### config.mk
export PLATFORM = sky130hd
export DESIGN_NAME = recency_stack
export DESIGN_NICKNAME = d
export VERILOG_FILES = /design/src/rtl/recstk_pkg.sv /design/src/rtl/recstk_cell.sv /design/src/rtl/recstk_victim.sv /design/src/rtl/recency_stack.sv
export SDC_FILE = /design/constraint.sdc
export NUM_CORES = 1
export LEC_CHECK = 0
export ABC_AREA = 1
export CORE_ASPECT_RATIO = 1.1
export CORE_UTILIZATION = 37
export DETAILED_ROUTE_END_ITERATION = 6
export PLACE_DENSITY = 0.64
export SKIP_CTS_REPAIR_TIMING = 1
export SYNTH_ARGS = -nofsm -noshare
export SYNTH_HDL_FRONTEND = slang
export SYNTH_HIERARCHICAL = 1
export SYNTH_SLANG_ARGS = --single-unit
### constraint.sdc
create_clock -name clk -period 3.9 [get_ports clk]
set_input_delay 0.585 -clock clk [delete_from_list [all_inputs] [get_ports clk]]
set_output_delay 0.585 -clock clk [all_outputs]
set_load 0.01 [all_outputs]
### src/rtl/recstk_pkg.sv
package recstk_pkg;
   typedef enum logic [1:0] {
      OP_IDLE     = 2'd0,
      OP_HIT      = 2'd1,
      OP_FILL     = 2'd2,
      OP_CONFLICT = 2'd3
   } recstk_op_e;

   function automatic recstk_op_e recstk_decode(input logic hit, input logic fill);
      recstk_op_e op;
      unique case ({hit, fill})
         2'b10:   op = OP_HIT;
         2'b01:   op = OP_FILL;
         2'b11:   op = OP_CONFLICT;
         default: op = OP_IDLE;
      endcase
      return op;
   endfunction
endpackage

### src/rtl/recstk_cell.sv
module recstk_cell
   import recstk_pkg::*;
#(
   parameter int PW        = 4,
   parameter int RESET_POS = 0
) (
   input  logic          clk,
   input  logic          rst_n,
   input  recstk_op_e    op,
   input  logic          hit_sel,
   input  logic          victim_sel,
   input  logic [PW-1:0] hit_pos,
   input  logic [PW-1:0] ins_pos,
   output logic [PW-1:0] pos_o
);
   localparam logic [PW-1:0] TOP = {PW{1'b1}};

   logic [PW-1:0] pos_q, pos_d;

   always_comb begin
      pos_d = pos_q;
      unique case (op)
         OP_HIT: begin
            if (hit_sel)              pos_d = TOP;
            else if (pos_q > hit_pos) pos_d = pos_q - 1'b1;
         end
         OP_FILL: begin
            if (victim_sel)                          pos_d = ins_pos;
            else if (pos_q != '0 && pos_q <= ins_pos) pos_d = pos_q - 1'b1;
         end
         default: pos_d = pos_q;
      endcase
   end

   always_ff @(posedge clk or negedge rst_n) begin
      if (!rst_n) pos_q <= PW'(RESET_POS);
      else        pos_q <= pos_d;
   end

   assign pos_o = pos_q;

   a_r2_hit_to_top: assert property (@(posedge clk) disable iff (!rst_n)
      (op == OP_HIT && hit_sel) |=> (pos_o == TOP));

   a_r4_victim_takes_depth: assert property (@(posedge clk) disable iff (!rst_n)
      (op == OP_FILL && victim_sel) |=> (pos_o == $past(ins_pos)));

   a_r3_below_hit_kept: assert property (@(posedge clk) disable iff (!rst_n)
      (op == OP_HIT && !hit_sel && pos_o < hit_pos) |=> $stable(pos_o));
endmodule

### src/rtl/recstk_victim.sv
module recstk_victim #(
   parameter int WAYS = 16,
   parameter int PW   = 4
) (
   input  logic [WAYS-1:0][PW-1:0] pos_i,
   output logic [PW-1:0]           way_o,
   output logic [WAYS-1:0]         sel_o
);
   always_comb begin
      way_o = '0;
      for (int i = 0; i < WAYS; i++) begin
         sel_o[i] = (pos_i[i] == '0);
         if (sel_o[i]) way_o = way_o | PW'(i);
      end
   end
endmodule

### src/rtl/recency_stack.sv
module recency_stack
   import recstk_pkg::*;
#(
   parameter int WAYS = 16,
   parameter int PW   = $clog2(WAYS)
) (
   input  logic               clk,
   input  logic               rst_n,
   input  logic               hit_i,
   input  logic [PW-1:0]      hit_way_i,
   input  logic               fill_i,
   input  logic [PW-1:0]      ins_pos_i,
   output logic [PW-1:0]      victim_way_o,
   output logic [WAYS*PW-1:0] pos_o,
   output logic               conflict_o
);
   localparam logic [PW-1:0] TOP = {PW{1'b1}};

   if (WAYS < 2 || (1 << PW) != WAYS) begin : g_bad_cfg
      $error("recency_stack: WAYS must be a power of two of at least 2 and PW its log2");
   end

   recstk_op_e                op;
   logic [WAYS-1:0][PW-1:0]   pos_w;
   logic [WAYS-1:0]           victim_sel;
   logic [PW-1:0]             hit_pos;

   assign op         = recstk_decode(hit_i, fill_i);
   assign conflict_o = (op == OP_CONFLICT);
   assign hit_pos    = pos_w[hit_way_i];

   recstk_victim #(.WAYS(WAYS), .PW(PW)) u_victim (
      .pos_i (pos_w),
      .way_o (victim_way_o),
      .sel_o (victim_sel)
   );

   for (genvar g = 0; g < WAYS; g++) begin : g_way
      recstk_cell #(.PW(PW), .RESET_POS(g)) u_cell (
         .clk        (clk),
         .rst_n      (rst_n),
         .op         (op),
         .hit_sel    (hit_way_i == PW'(g)),
         .victim_sel (victim_sel[g]),
         .hit_pos    (hit_pos),
         .ins_pos    (ins_pos_i),
         .pos_o      (pos_w[g])
      );
   end

   assign pos_o = pos_w;

   logic [WAYS-1:0] seen;
   always_comb begin
      seen = '0;
      for (int i = 0; i < WAYS; i++) seen[pos_w[i]] = 1'b1;
   end

   a_r7_permutation: assert property (@(posedge clk) disable iff (!rst_n)
      (seen == {WAYS{1'b1}}));

   a_r8_conflict_frozen: assert property (@(posedge clk) disable iff (!rst_n)
      (hit_i && fill_i) |=> $stable(pos_o));

   a_r9_fill_bottom_noop: assert property (@(posedge clk) disable iff (!rst_n)
      (fill_i && !hit_i && ins_pos_i == '0) |=> $stable(pos_o));

   a_r10_top_hit_noop: assert property (@(posedge clk) disable iff (!rst_n)
      (hit_i && !fill_i && hit_pos == TOP) |=> $stable(pos_o));
endmodule

=== After elaboration in Yosys (flattened, before gate mapping) ===
Index checks and enable logic that the tools add are counted.

* Output and inout bits: 69
* Word-level logic and storage cells: 282
* Flip-flop bits (word level): 64

* Eq/ne operators: 53
* $lt $le $gt $ge: 33
* Reductions and logical operators: 66
* Muxes and demuxes: 98
* Add/sub/neg operators: 16

{| class="wikitable"
|+ Operators with widths
! operator !! number
|-
| 2-to-1 mux 4 bit || 73
|-
| one-hot mux 4 bit (2 select lines) || 16
|-
| != test 3 x 1 -> 1 bit, second input constant || 32
|-
| zero test 4 bit || 17
|-
| greater-than comparator 4 bit || 16
|-
| <= comparator 4 bit || 16
|-
| nonzero test 4 bit || 16
|-
| subtractor 4 x 1 -> 4 bit, second input constant || 16
|-
| AND reduction 3 bit || 16
|-
| equality test 4 bit, second input constant || 8
|-
| binary-select mux 4 bit (select 4 bit) || 1
|-
| equality test 4 x 3 -> 1 bit, second input constant || 4
|-
| logical AND 1 bit || 16
|-
| 2-to-1 mux 3 bit || 4
|-
| equality test 2 bit, second input constant || 4
|-
| equality test 4 x 2 -> 1 bit, second input constant || 2
|-
| one-hot mux 2 bit (3 select lines) || 1
|-
| less-than comparator 4 x 5 -> 1 bit, second input constant || 1
|-
| equality test 2 x 1 -> 1 bit, second input constant || 2
|-
| equality test 4 x 1 -> 1 bit, second input constant || 1
|-
| 2-to-1 mux 2 bit || 2
|-
| nonzero test 2 bit || 1
|-
| 2-to-1 mux 1 bit || 1
|}

=== Depth between registers and ports, before layout ===
Gate-level depths: netlist of run 1.

* Depth in word-level cells: 16
* Mapped depth: 23
* Depth with buffers taken out: 21

=== Hierarchy ===
The synthesis of run 1 kept the hierarchy.

{| class="wikitable"
|+ Modules (own cells, without submodules)
! module !! instances !! cells an instance !! sequential area each (sq um) !! area each (sq um)
|-
| recstk_cell (g_way[10].u_cell ...) || 6 || 89 || 102.6 || 601.8
|-
| recstk_cell (g_way[11].u_cell ...) || 4 || 89 || 103.8 || 603.1
|-
| recstk_cell (g_way[1].u_cell ...) || 4 || 89 || 101.3 || 600.6
|-
| recency_stack || 1 || 225 || 0.0 || 973.4
|-
| recstk_cell (g_way[15].u_cell) || 1 || 89 || 105.1 || 604.3
|-
| recstk_cell (g_way[0].u_cell) || 1 || 89 || 100.1 || 599.3
|-
| recstk_victim || 1 || 83 || 0.0 || 324.1
|}

=== Worst setup path after synthesis of run 1 ===
OpenSTA, ideal clock, no wires.

* Path type: input to register
* From: input port fill_i
* To: register g_way[0].u_cell.pos_q[2]
* Arrival time: 2757 ps
* Buffers on the path: 1
* Stages: 8
* Path slack: 1026 ps
* Library setup time: 117 ps
* Data required time: 3783 ps
* Cells stage by stage: clkbuf_1 nand2_4 inv_4 nand2_4 nand2_1 o221ai_1 nand2_1 nand2_1

* Cells in the longest elaborated chain, start to end: 5

{| class="wikitable"
|+ RTL lines
! item !! line !! source
|-
| from (decl) || recency_stack.sv:11 || <nowiki>input logic fill_i,</nowiki>
|-
| equality test 2 bit / equality test 2 x 1 -> 1 bit (equally long branches) || recstk_pkg.sv:11 || <nowiki>unique case ({hit, fill})</nowiki>
|-
| one-hot mux 2 bit (3 select lines) (*) || recstk_pkg.sv:11 ||
|-
| equality test 2 bit / equality test 2 x 1 -> 1 bit (equally long branches) || recstk_cell.sv:22 || <nowiki>unique case (op)</nowiki>
|-
| != test 3 x 1 -> 1 bit (no line) / nonzero test 2 bit (equally long branches) || n/a ||
|-
| AND reduction 3 bit (no line) || n/a ||
|-
| to (signal assigned) || recstk_cell.sv:36 || <nowiki>if (!rst_n) pos_q <= PW'(RESET_POS);</nowiki>
|-
| to (signal assigned) || recstk_cell.sv:37 || <nowiki>else pos_q <= pos_d;</nowiki>
|-
| to (decl) || recstk_cell.sv:18 || <nowiki>logic [PW-1:0] pos_q, pos_d;</nowiki>
|}

Mark *: on every way between the ends. The rest lies on a longest branch, timed or not.
A chain may end at the register's enable or synchronous reset.

=== Worst setup path in the final report of run 1 ===
* From: input port hit_way_i[0]
* To: register g_way[8].u_cell.pos_q[2]

* Cells in the longest elaborated chain, start to end: 5

{| class="wikitable"
|+ RTL lines
! item !! line !! source
|-
| from (decl) || recency_stack.sv:10 || <nowiki>input logic [PW-1:0] hit_way_i,</nowiki>
|-
| binary-select mux 4 bit (select 4 bit) || recency_stack.sv:30 || <nowiki>assign hit_pos = pos_w[hit_way_i];</nowiki>
|-
| 2-to-1 mux 4 bit (not written as such) || recency_stack.sv:30 ||
|-
| via hit_pos[1] || recency_stack.sv:26 || <nowiki>logic [PW-1:0] hit_pos;</nowiki>
|-
| greater-than comparator 4 bit || recstk_cell.sv:25 || <nowiki>else if (pos_q > hit_pos) pos_d = pos_q - 1'b1;</nowiki>
|-
| != test 3 x 1 -> 1 bit (no line) || n/a ||
|-
| AND reduction 3 bit (no line) || n/a ||
|-
| to (signal assigned) || recstk_cell.sv:36 ||
|-
| to (signal assigned) || recstk_cell.sv:37 ||
|-
| to (decl) || recstk_cell.sv:18 ||
|}

The timed path passes the listed nets, and every way through them passes these cells. The select of a mux whose other input is x is not followed.

==> results of run 1 <==
## cell usage in the layout, fill, tap and decap left out, types with 48 or more instances in the layout
cell	Yosys	layout
inv_2	81	81
inv_1	221	221
nand2_4	48	48
a21oi_1	48	48
clkdlybuf4s50_1	0	77
nand3_1	128	128
nor2_1	102	102
ha_1	160	160
nand2_1	602	602
nand2_2	103	103
## metal layers
layer / GRT usage / wire length [um] / vias to the layer above
met5: 0 / 0 / -
met4: 0.06953 / 640 / 0
met3: 0.02711 / 1478 / 47
met2: 0.3642 / 14510 / 245
met1: 0.2465 / 13560 / 4861
li1: - / - / 5570
## how the worst min path moves through the flow
stage,depth (start not counted),slack (ns),to
5_1_grt,1,0.47,g_way[3].u_cell/pos_o[3]
3_3_place_gp,2,0.54,g_way[13].u_cell/pos_o[0]
4_1_cts,1,0.43,g_way[1].u_cell/pos_o[2]
3_5_place_dp,2,0.54,g_way[13].u_cell/pos_o[0]
6_report,1,0.39,g_way[1].u_cell/pos_o[2]
2_1_floorplan,0,0.29,g_way[0].u_cell/pos_o[0]
## report_power, final
group          switching [mW]  internal (mW)  total [mW]
clock network           0.317          0.463       0.780
registers               0.984           1.15        2.13
logic                    4.29           3.19        7.48
## logic make-up (layout without fill, tap and decap cells)
logic type | after synthesis | in the layout | share of synthesized area
other | 0 | 1 | 0
AO/OA/AOI/OAI | 144 | 144 | 0.1008
AND/OR/NAND/NOR | 985 | 985 | 0.4101
adder cells (fa/ha/maj) | 160 | 160 | 0.1832
flip-flops | 64 | 64 | 0.1502
buffers and inverters | 347 | 447 | 0.1301
XOR/XNOR | 32 | 32 | 0.02565
## critical path, cell delays in order
cell and delay [ns]:
clkdlybuf4s50_1 0.44, buf_12 0.18, inv_8 0.20, nand2_1 0.09
nand2_1 0.07, nand2_1 0.04, nand2_1 0.06, nand2_1 0.05
nand2_1 0.07, inv_1 0.04, nand2_1 0.09, buf_4 0.26
inv_1 0.07, ha_1 0.30, nand2_1 0.07, nand2_1 0.05
nand2_1 0.05, nand2_1 0.05, nand2_1 0.06, nand2_1 0.06
nand2_2 0.12, nand2_4 0.07, nand2_1 0.06, nand2_1 0.05
## per-stage QoR
step | power [mW] | instances | setup WS, ns | hold WS [ns] | utilization
floorplan | 7.321 | 1732 | 1.026 | 0.2894 | -
global placement | 9.434 | 2184 | 0.6597 | 0.5413 | 0.4222
detailed placement | 9.621 | 2184 | 0.6018 | 0.5432 | 0.4222
CTS | 10.46 | 2200 | 0.9537 | 0.4285 | 0.4318
global route | 11.64 | 2200 | 0.6928 | 0.4658 | 0.4318
finish | 10.39 | 2201 | 0.9198 | 0.3934 | 0.4319
## cells in the mapped netlist, drive strengths merged
| master | instances |
|---|---|
| dfrtp | 32 |
| nor4 | 1 |
| ha | 160 |
| nor2 | 103 |
| nand3 | 128 |
| dfstp | 32 |
| xor2 | 32 |
| o221ai | 16 |
| inv | 319 |
| nand2 | 753 |
| clkbuf | 2 |
| buf | 10 |
| a21oi | 80 |
| o211ai | 32 |
| o21ai | 16 |
| clkinv | 16 |
## cell type report
cell class,instances,area share
multi-input cells,1321,0.6306
flip-flops and latches,64,0.1316
inverters,335,0.1047
repair buffers,96,0.07365
well taps,368,0.03693
clock buffers,13,0.02087
clock inverters,3,0.001405
diodes,1,0.0002007
==> results by group, run 1 <==
Global routing
  • First-pass GRT wire length: 49,710 um
  • Global route overflow: 0
  • Vias in the first global route: 10,130
  • Largest net degree at the start of global routing: 40
  • Global Route Usage Sum: 0.2022
  • Initial antenna violation count: 0

Floorplan
  • Ports: 81
  • Die height: 182.2 um
  • Row count: 65
  • Starting Density: 0.3785
  • Die area: 30,220 sq um
  • Core footprint: 28,870 sq um
  • Die X: 165.9 um

STA
  • Period utilisation layout: 0.7642
  • Final hold vios: 0
  • Fin Setup TNS: 0 ns
  • Worst slew margin: 0.3383
  • Clock Skew: 0.01082 ns
  • Slew Viols, Final: 0
  • Least-Margin Pin Slew: 0.9925 ns
  • RSZ-0062 raised after global routing: false
  • Final setup fails: 0
  • Maximum clock rate: 335.5 MHz
  • Tmin final: 2.980 ns

Setup path
  • CP Class: primary input to flop
  • CP Launch Point: hit_way_i[0]
  • Crit-path max FO: 35
  • RR Startpoint: g_way[3].u_cell/pos_o[1]
  • CP Capture Type: flop
  • Crit path to: g_way[8].u_cell/pos_o[2]
  • R2r setup slk: 1.32 ns
  • Critical path arrival: 3.22 ns
  • R2R depth: 21
  • WP data required: 4.14 ns
  • Startpoint Class: primary input
  • Worst r2r dst: g_way[8].u_cell/pos_o[2]

Run
  • Max Cap Viol: 0

Logic synthesis
  • Cell count after synthesis: 1,732
  • Ys Warns: 6
  • Avg Cell Area, Syn: 6.309 sq um
  • Synthesized cell area: 10,930 sq um
  • Register area share after synthesis: 0.1502
  • Largest cells by area after synthesis: nand2_1, ha_1, dfstp_2
  • Yosys top cell area share: 0.2068
  • Library cells used by synthesis: 27
  • Net count after synthesis: 1,904
  • Yosys top cell by area: nand2_1
  • Seq cells post-synth: 64

Routing
  • Post-route DRC: 12
  • DRT iter0 DRCs: 575
  • Routed len/inst: 13.72 um
  • DR vias: 10,720
  • First-pass iteration count of the detailed router: 7
  • Vias per cell: 4.872
  • Post-route ant nets: 0
  • WL final: 30,190 um

Run status
  • Failing checks: design-rule violations
  • Status: finished with violations

Finish
  • Syn-to-layout area delta: 14.12%
  • Max reg flops: 64
  • Final Cell Area: 12,470 sq um
  • Area of the multi-input gates: 7864 sq um
  • Nets: 1,999
  • # fillers: 3,032
  • FF+latch area: 1642 sq um
  • Fraction of layout cells with a size suffix above 1: 0.1894

Placed design
  • IO buf count: 80
  • Placed instance area: 12,190 sq um
  • Placer congestion estimate: 0.9005
  • HPWL Detailed: 23,250 um

Power and ir drop
  • Worst vdd ir: 463.8 uV
  • P_leak: 7.246 nW
  • Power per Cell Area: 833.5 nW/um^2

Hold path
  • Worst hold-check path type: primary input to asynchronous set/reset pin

Clock network
  • Worst-path clk slew: 0.06 ns
  • Clock Sinks: 64
  • Worst-Skew Late Latency: 0.35 ns
  • Clock root cell: clkbuf_16
  • CTS tree: done
  • TritonCTS Buffers: 9
  • H-tree levels: 3
  • Maximum buffer depth of the clock tree: 2
Note: power is estimated with default switching activity, not from simulation.
==> inputs of run 2 (changes only) <==
Settings changed: PLACE_DENSITY 0.64 to 0.66.
Clock period 3.9 ns to 2.74 ns, I/O delays scaled along.
==> run 2 against run 1 <==
Net effect:
- the run still ends with design-rule violations left
- die area did not move
- clock skew fell by 0.0050 ns
- sequential cell count did not move
- critical endpoint is now victim_way_o[1]
- largest power group unchanged
==> results by group, run 2 (synthesis gave the netlist of run 1 again) <==
Floorplan
  • Die X: 165.9 um (unchanged)
  • Die height: 182.2 um (unchanged)
  • Core footprint: 28,870 sq um (unchanged)
  • Ports: 81 (unchanged)
  • Row count: 65 (unchanged)
  • Die area: 30,220 sq um (unchanged)
  • Starting Density: 0.3785 (unchanged)

Routing
  • Post-route DRC: 9 (was 12)
  • First-pass iteration count of the detailed router: 7 (unchanged)
  • Vias per cell: 4.971 (was 4.872)
  • DR vias: 11,210 (was 10,720)
  • Post-route ant nets: 0 (unchanged)
  • WL final: 32,170 um (was 30,190 um)
  • Routed len/inst: 14.27 um (was 13.72 um)
  • DRT iter0 DRCs: 593 (was 575)

Finish
  • Post-Layout Cell Count: 2,255 (was 2,201)
  • Area of the multi-input gates: 7875 sq um (was 7864 sq um)
  • Most common cell after layout, fill and taps aside: nand2_1 (unchanged)
  • Nets: 2,054 (was 1,999)
  • Max reg flops: 64 (unchanged)
  • # fillers: 2,956 (was 3,032)
  • Final core utilization: 0.4514 (was 0.4319)
  • N_diodes: 0 (was 1)
  • Commonest cells after routing, fill and taps aside: nand2_1, inv_1, ha_1 (unchanged)
  • FF+latch area: 1642 sq um (unchanged)
  • Syn-to-layout area delta: 19.27% (was 14.12%)
  • Fraction of layout cells with a size suffix above 1: 0.2125 (was 0.1894)

Setup path
  • CP Launch Point: g_way[10].u_cell/pos_o[3] (was hit_way_i[0])
  • CP Class: flop to output pin (was primary input to flop)
  • Startpoint Class: flop (was primary input)
  • WP data required: 2.33 ns (was 4.14 ns)
  • Critical path arrival: 2.22 ns (was 3.22 ns)
  • R2r setup slk: 0.26 ns (was 1.32 ns)
  • Crit-path max FO: 8 (was 35)
  • RR Startpoint: g_way[7].u_cell/pos_o[1] (was g_way[3].u_cell/pos_o[1])
  • R2R depth: 21 (unchanged)
  • Worst r2r dst: g_way[13].u_cell/pos_o[1] (was g_way[8].u_cell/pos_o[2])
  • CP Capture Type: output pin (was flop)

Clock network
  • TritonCTS Buffers: 9 (unchanged)
  • Worst-Skew Late Latency: 0.35 ns (about the same)
  • Clock root cell: clkbuf_16 (unchanged)
  • CTS tree: done (unchanged)
  • Worst-path clk slew: 0.06 ns (about the same)
  • H-tree levels: 3 (unchanged)
  • Maximum buffer depth of the clock tree: 2 (unchanged)
  • Clock Sinks: 64 (unchanged)

STA
  • Period utilisation layout: 0.9584
  • Maximum clock rate: 380.8 MHz
  • RSZ-0062 raised after global routing: false (unchanged)
  • Worst slew margin: 0.5172 (was 0.3383)
  • Slew Viols, Final: 0 (unchanged)
  • Clock Skew: 0.005855 ns (was 0.01082 ns)
  • Final Worst Setup Slack: 0.1139 ns (was 0.9198 ns)
  • Fin Setup TNS: 0 ns (unchanged)
  • Tmin final: 2.626 ns
  • Least-Margin Pin Slew: 0.7242 ns (was 0.9925 ns)
  • Final hold vios: 0 (unchanged)
  • Final setup fails: 0 (unchanged)

Power and ir drop
  • Worst vdd ir: 501.8 uV (was 463.8 uV)
  • Power per Cell Area: 1184 nW/um^2 (was 833.5 nW/um^2)
  • Total power: 15.43 mW (was 10.39 mW)
  • P_leak: 7.577 nW (was 7.246 nW)

Placed design
  • Setup slack at placement: -0.3156 ns (was 0.6018 ns)
  • IO buf count: 80 (unchanged)
  • HPWL Detailed: 24,650 um (was 23,250 um)
  • Placer congestion estimate: 0.9175 (was 0.9005)
  • Placed instance count: 2,236 (was 2,184)

Run status
  • Status: finished with violations (unchanged)
  • Failing checks: design-rule violations (unchanged)

Global routing
  • Initial antenna violation count: 0 (unchanged)
  • Global Route Usage Sum: 0.2144 (was 0.2022)
  • Vias in the first global route: 10,490 (was 10,130)
  • First-pass GRT wire length: 52,320 um (was 49,710 um)
  • Largest net degree at the start of global routing: 37 (was 40)
  • Global route overflow: 0 (unchanged)

Hold path
  • Worst hold-check path type: primary input to asynchronous set/reset pin (unchanged)

Run
  • Max Cap Viol: 0 (unchanged)
run 2: cell types whose count changed in the layout (fill, tap and decap cells not counted), moves of 4 or more:
cell	change
buf_12	+9
clkbuf_1	+4
buf_6	+4
buf_4	+40
run 2: cell type report:
type                            instances  share of cell area
Tap cell                              368             0.03533
Inverter                              335              0.1005
Multi-Input combinational cell       1321              0.6043
Sequential cell                        64              0.1260
Timing Repair Buffer                  151              0.1139
Clock buffer                           16             0.02007
run 2: worst max-delay path: stages, from the launching register on:
cell	delay, ns
dfstp_2	0.64
nor2_1	0.07
nand2_1	0.19
nand2_1	0.09
nor2_1	0.22
nand2_1	0.14
clkdlybuf4s50_1	0.51
run 2: per-layer routing:
| metal | up-vias | track usage | wire, um |
|---|---|---|---|
| li1 | 5692 | - | - |
| met1 | 5154 | 0.2650 | 14360 |
| met2 | 287 | 0.3781 | 15360 |
| met3 | 77 | 0.02754 | 1443 |
| met4 | 0 | 0.08336 | 1013 |
| met5 | - | 0 | 0 |
run 2: where the power goes:
group	internal [mW]	switching (mW)
sequential	1.63	0.797
clock	0.639	0.432
combinational	4.96	6.97
total	7.23	8.20
run 2: worst max path at each step:
| stage | end | slack, ns |
|---|---|---|
| finish | victim_way_o[1] | 0.11 |
| global route | g_way[0].u_cell/pos_o[3] | 0.02 |
| global placement | g_way[2].u_cell/pos_o[2] | -0.24 |
| CTS | g_way[9].u_cell/pos_o[1] | 0.05 |
| detailed placement | g_way[0].u_cell/pos_o[2] | -0.32 |
| floorplan | g_way[0].u_cell/pos_o[2] | 0.04 |
run 2: per-stage QoR:
step                hold WS (ns)  cell area (sq um)
floorplan                 0.1154              10930
global placement          0.4950              12700
detailed placement        0.4972              12700
CTS                       0.1239              12960
global route              0.1546              13030
finish                    0.1132              13030
